<file path="config.mk">
export PLATFORM = sky130hd
export DESIGN_NAME = cascade_intc
export DESIGN_NICKNAME = d
export VERILOG_FILES = /design/src/rtl/intc_pkg.sv /design/src/rtl/intc_prio_enc.sv /design/src/rtl/intc_stage.sv /design/src/rtl/cascade_intc.sv
export SDC_FILE = /design/constraint.sdc
export NUM_CORES = 1
export LEC_CHECK = 0
export BUFFER_PORTS_ARGS = -buffer_cell sky130_fd_sc_hd__buf_4
export CORE_MARGIN = 10
export CORE_UTILIZATION = 30
export CTS_CLUSTER_SIZE = 40
export DETAILED_ROUTE_END_ITERATION = 6
export PLACE_DENSITY = 0.52
export SYNTH_ARGS = -nofsm -noshare
export SYNTH_HDL_FRONTEND = slang
export SYNTH_HIERARCHICAL = 1
export SYNTH_SLANG_ARGS = --single-unit
export TNS_END_PERCENT = 5
</file>
<file path="constraint.sdc">
create_clock -name clk -period 2.8 [get_ports clk]
set_clock_uncertainty 0.1 [all_clocks]
set_input_delay 0.14 -clock clk [delete_from_list [all_inputs] [get_ports clk]]
set_output_delay 0.14 -clock clk [all_outputs]
set_load 0.03 [all_outputs]
</file>
<file path="src/rtl/intc_pkg.sv">
package intc_pkg;
  localparam int STAGE_N  = 8;
  localparam int BASE_W   = 5;
  localparam int DATA_W   = 8;
  localparam int ACK_BIT  = 5;
  localparam int INIT_BIT = 4;
  localparam int CASC_IN  = 2;

  typedef logic [DATA_W-1:0] data_t;
endpackage

</file>
<file path="src/rtl/intc_prio_enc.sv">
module intc_prio_enc #(
  parameter int N  = 8,
  parameter int IW = $clog2(N)
) (
  input  logic [N-1:0]  req,
  output logic          hit,
  output logic [IW-1:0] idx
);
  always_comb begin
    hit = |req;
    idx = '0;
    // scan downward so the lowest set index is the one kept
    for (int i = N - 1; i >= 0; i--) begin
      if (req[i]) idx = IW'(i);
    end
  end
endmodule

</file>
<file path="src/rtl/intc_stage.sv">
module intc_stage
  import intc_pkg::*;
#(
  parameter int N  = STAGE_N,
  parameter int IW = $clog2(N),
  parameter int BW = BASE_W,
  parameter int DW = DATA_W
) (
  input  logic           clk,
  input  logic           rst_n,
  input  logic [N-1:0]   req,
  input  logic           wr_en,
  input  logic           addr,
  input  logic [DW-1:0]  wr_data,
  input  logic           ack_ext,
  output logic           intr,
  output logic [IW-1:0]  idx,
  output logic [BW+IW-1:0] vec,
  output logic [N-1:0]   mask
);
  logic [N-1:0]  req_q, pend_q, mask_q;
  logic [N-1:0]  pend_d, rise, clr, cand;
  logic [BW-1:0] base_q;
  logic [IW-1:0] idx_q, win;
  logic          busy_q, arm_q, hit;
  logic          cmd_wr, reg_wr, ack, retire, take;
  logic          busy_en, busy_d, arm_en, arm_d, mask_en, base_en;

  intc_prio_enc #(.N(N), .IW(IW)) u_enc (
    .req (cand),
    .hit (hit),
    .idx (win)
  );

  always_comb begin
    cmd_wr  = wr_en && !addr;
    reg_wr  = wr_en && addr;
    ack     = (cmd_wr && wr_data[ACK_BIT]) || ack_ext;
    retire  = ack && busy_q;
    rise    = req & ~req_q;
    clr     = '0;
    if (retire) clr[idx_q] = 1'b1;
    pend_d  = (pend_q & ~clr) | rise;
    cand    = pend_q & ~mask_q;
    take    = !busy_q && hit;
    busy_en = retire || take;
    busy_d  = take;
    arm_en  = (cmd_wr && !wr_data[ACK_BIT] && wr_data[INIT_BIT]) || reg_wr;
    arm_d   = cmd_wr;
    mask_en = reg_wr && !arm_q;
    base_en = reg_wr && arm_q;
  end

  always_ff @(posedge clk or negedge rst_n) begin
    if (!rst_n) begin
      req_q  <= '0;
      pend_q <= '0;
      mask_q <= '1;
      base_q <= '0;
      idx_q  <= '0;
      busy_q <= 1'b0;
      arm_q  <= 1'b0;
    end else begin
      req_q  <= req;
      pend_q <= pend_d;
      if (mask_en) mask_q <= wr_data[N-1:0];
      if (base_en) base_q <= wr_data[DW-1 -: BW];
      if (take)    idx_q  <= win;
      if (busy_en) busy_q <= busy_d;
      if (arm_en)  arm_q  <= arm_d;
    end
  end

  assign intr = busy_q;
  assign idx  = idx_q;
  assign vec  = {base_q, idx_q};
  assign mask = mask_q;
endmodule

</file>
<file path="src/rtl/cascade_intc.sv">
module cascade_intc
  import intc_pkg::*;
#(
  parameter int N    = STAGE_N,
  parameter int CASC = CASC_IN,
  parameter int BW   = BASE_W,
  parameter int DW   = DATA_W
) (
  input  logic              clk,
  input  logic              rst_n,
  input  logic [2*N-2:0]    irq_lines,
  input  logic              stage_sel,
  input  logic              addr,
  input  logic              wr_en,
  input  logic [DW-1:0]     wr_data,
  output logic [DW-1:0]     rd_data,
  output logic              intr
);
  localparam int IW     = $clog2(N);
  localparam int NLINES = 2 * N - 1;
  localparam int VW     = BW + IW;

  logic          rst_meta, rst_n_s;
  logic [N-1:0]  pri_req, sec_req, pri_mask, sec_mask;
  logic [IW-1:0] pri_idx, sec_idx;
  logic [VW-1:0] pri_vec, sec_vec;
  logic          pri_intr, sec_intr;
  logic          wr_pri, wr_sec, pri_ack_cmd, casc_ack, pri_on_casc;

  // asynchronous assertion, synchronous release
  always_ff @(posedge clk or negedge rst_n) begin
    if (!rst_n) begin
      rst_meta <= 1'b0;
      rst_n_s  <= 1'b0;
    end else begin
      rst_meta <= 1'b1;
      rst_n_s  <= rst_meta;
    end
  end

  for (genvar j = 0; j < N; j++) begin : g_pri_map
    if (j == CASC) begin : g_casc
      assign pri_req[j] = sec_intr;
    end else if (j < CASC) begin : g_low
      assign pri_req[j] = irq_lines[j];
    end else begin : g_high
      assign pri_req[j] = irq_lines[j-1];
    end
  end
  assign sec_req = irq_lines[NLINES-1 -: N];

  always_comb begin
    wr_pri      = wr_en && !stage_sel;
    wr_sec      = wr_en && stage_sel;
    pri_on_casc = (pri_idx == IW'(CASC));
    pri_ack_cmd = wr_pri && !addr && wr_data[ACK_BIT];
    casc_ack    = pri_ack_cmd && pri_intr && pri_on_casc;
  end

  intc_stage #(.N(N), .IW(IW), .BW(BW), .DW(DW)) u_pri (
    .clk     (clk),
    .rst_n   (rst_n_s),
    .req     (pri_req),
    .wr_en   (wr_pri),
    .addr    (addr),
    .wr_data (wr_data),
    .ack_ext (1'b0),
    .intr    (pri_intr),
    .idx     (pri_idx),
    .vec     (pri_vec),
    .mask    (pri_mask)
  );

  intc_stage #(.N(N), .IW(IW), .BW(BW), .DW(DW)) u_sec (
    .clk     (clk),
    .rst_n   (rst_n_s),
    .req     (sec_req),
    .wr_en   (wr_sec),
    .addr    (addr),
    .wr_data (wr_data),
    .ack_ext (casc_ack),
    .intr    (sec_intr),
    .idx     (sec_idx),
    .vec     (sec_vec),
    .mask    (sec_mask)
  );

  always_comb begin
    if (stage_sel)
      rd_data = addr ? DW'(sec_mask) : DW'(sec_vec);
    else if (addr)
      rd_data = DW'(pri_mask);
    else
      rd_data = pri_on_casc ? DW'(sec_vec) : DW'(pri_vec);
  end

  assign intr = pri_intr;
endmodule

</file>
==> metrics.md <==
| Metric | Value |
|---|---|
| Status | `complete, no violations` |
| Ys async rst share | `100%` |
| WHS | `0.0386 ns` |
| Layout cells sized above 1 | `30.8%` |
| Via count | `2304` |
| Cell Chain, Critical Path | `or3b_1, nor3_1, clkinv_1, a2111oi_2, o22ai_1` |
| Final ANT Viol Nets | `0` |
| Slowest CP cell | `or3b_1` |
| Setup crit start kind | `flop` |
| Final Hold Vio Count | `0` |
| Core area | `10500 µm²` |
| Total power | `between 3 and 4 mW` |
| Vias/cell | `4.65` |
| Non-Filler Instances | `496` |
| Multi-input gate area | `1270 µm²` |
| Yosys top cell by area | `dfrtp_1` |
| Sink Count | `70` |
| Peak per-stage delay on the critical path | `0.52 ns` |
| FP Rows | `37` |
| Latest clock arrival within the worst-skew pair | `0.34 ns` |
| DP HPWL | `around 5.7 mm` |
| GRT Total Usage | `9.92%` |
| Setup ws final | `0.444 ns` |
| Class of the worst hold path | `in -> reg` |
| Final WL | `7.57 mm` |
| Initial core utilization | `a little under a third` |
| R2R cell count | `5` |
| Max FO, Critical Path | `9` |
| CP arrival | `2.47 ns` |
| Die area | `15400 µm²` |
| Worst Hold Depth | `3` |
| Avg Inst Size Synth | `11.2 µm²` |
| Endpoint type of the worst setup path | `flop` |
| Critical path class | `reg -> reg` |
| Post-synthesis to final-layout area growth | `27.5%` |
| RSZ-0062 raised after global routing | `no` |
| Initial antenna violation count | `0` |
| Number of synthesized register bits | `70` |
| Number of synthesized flops with an enable pin | `0` |
| First-pass DRT Iterations | `5` |
| Seq/Total Area, Yosys | `around 54%` |
| CTS H-tree depth | `3` |
| Setup violators final | `0` |
| Largest net degree at the start of global routing | `36` |
| Die X | `124 µm` |
| Gpl congestion | `0.787` |
| Mapped Nets | `320` |
| Final Cell Area | `roughly 4200 µm²` |
| Synth Cell Area | `~3300 µm²` |
| Placed insts | `456` |
| Max-Cap Viols | `0` |
| TritonCTS Buffers | `9` |
| Final period util | `84.1%` |
| First-pass GRT wire length | `12.7 mm` |
| Root buffer cell | `clkbuf_8` |
| Fin nets | `383` |
| F_max | `approximately 420 MHz` |
| Setup TNS | `0 ns` |
| Top-count cell post-synth | `dfrtp_1` |
| Commonest cells in the netlist | `dfrtp_1 (54), inv_1 (37), mux2_2 (28), nor2_1 (22)` |
| Yosys cell types | `35` |
| Top cells by area, synth | `dfrtp_1 (41%), dfstp_2 (13%), mux2_2 (9.7%), inv_1 (4.3%), o22ai_1 (3.1%)` |
| Leakage | `between 1.5 and 2 nW` |
| Peak supply drop | `0.268 mV` |
| Placed Area | `3670 µm²` |
| Filler cells | `1055` |
| Vias in the first global route | `2443` |
| TritonCTS clock tree | `done` |
| Yosys Warn Count | `6` |
| Worst Path Required | `2.92 ns` |
| Top FF cell, synth | `dfrtp_1` |
| Actual slew at the worst max-slew pin | `0.804 ns` |
| Wire length per cell | `roughly 15 µm` |
| Clock-pin transition on the worst setup and hold timing paths | `0.08 ns` |
| N_diodes | `0` |
| DRC | `0` |
| Initial detailed-routing violation count | `73` |
| Slew Limit Fails | `0` |
| Clock Tree Buf Depth | `2` |
| Setup Fix Bufs, Post-CTS | `0` |
| Boundary pin count | `37` |
| Pre-CTS setup slack | `0.440 ns` |
| P per Cell Area | `819 nW/µm²` |
| Sequential cell area | `1770 µm²` |
| Slew HR | `46.4%` |
| Min Tclk post-route | `approximately 2.4 ns` |
| Remaining global-route overflow | `0` |
| # port buffers | `36` |
| Die height | `124 µm` |
| Synth top area share | `41.5%` |
| Final core occ | `between 30% and 40%` |
| Synth Instances | `292` |
[layer usage]
layer / wire length, µm / GRT usage [%]
met3: 229 / 1.95
met5: 0 / 0
met2: 3270 / 14.2
met1: 3950 / 13.8
met4: 129 / 4.91
[area by class of cell]
class | count | area share, %
Inverter | 39 | 3.52
Clock inverter | 5 | 2.56
Multi-Input combinational cell | 172 | 30.6
Tap cell | 136 | 4.10
Clock buffer | 11 | 3.40
Timing Repair Buffer | 63 | 13.1
Sequential cell | 70 | 42.7
[registers in the layout (all words and copies together) (netlist names)]
| name | flops |
|---|---|
| u_sec/base_q | 5 |
| rst_meta | 1 |
| u_pri/intr | 1 |
| rst_n_s | 1 |
| u_sec/idx | 3 |
| u_pri/req_q | 8 |
| u_pri/idx | 3 |
| u_sec/mask | 8 |
| u_pri/base_q | 5 |
| u_pri/mask | 8 |
| u_sec/pend_q | 8 |
| u_pri/arm_q | 1 |
| u_sec/intr | 1 |
| u_sec/arm_q | 1 |
| u_pri/pend_q | 8 |
| u_sec/req_q | 8 |
[layout by cell type (no fill, tap or decap), types with 3 or more instances in the layout]
cell and n:
a2111oi_2 4, a211oi_1 12, a21oi_1 4, a22oi_1 8, a31oi_1 10, buf_4 38
bufinv_16 3, clkbuf_8 10, dfrtp_1 53, dfstp_2 16, dlygate4sd3_1 24, inv_1 37
mux2_2 28, mux2i_1 8, nand2_1 8, nand2b_1 4, nand3_1 5, nor2_1 22
nor2b_1 5, o21ai_0 14, o22ai_1 16
[power by group]
part           switching (mW)  internal [mW]
registers               0.205           1.28
clock network           0.380          0.618
logic                   0.500          0.423
total                    1.08           2.32
[kinds of logic (layout without fill, tap and decap cells)]
kind of cell           count (synthesis)  in the layout  synth area share [%]
AOI/OAI and AO/OA                     76             76                  16.2
and+or+nand+nor                       58             58                  10.5
other                                  2              2                 0.230
DFF                                   70             70                  54.4
buffers and inverters                 50            118                  6.60
muxes                                 36             36                  12.1
[final timing paths]
check	start	slack, ns	endpoint
min reg2reg	rst_meta	0.25	rst_n_s
max in group asynchronous	rst_n_s	1.63	u_pri/mask[5]
max	u_pri/idx[1]	0.44	u_sec/pend_q[0]
min	wr_data[5]	0.04	u_sec/mask[5]
min in group asynchronous	rst_n_s	0.26	u_sec/req_q[5]
max reg2reg	u_pri/idx[1]	0.44	u_sec/pend_q[0]
[worst max-delay path, delay by kind of cell (launching register included)]
| family | cells | cell delay, ns |
|---|---|---|
| DFF | 1 | 0.51 |
| AOI/OAI and AO/OA | 2 | 0.51 |
| buffers and inverters | 1 | 0.33 |
| and+or+nand+nor | 2 | 0.78 |
[what timing repair did]
item                       CTS  global route
hold buffers                24             0
setup endpoints to repair    0             0
hold endpoints to repair    54             0
gates resized for setup      0             0
(Power assumes the default switching activity.)
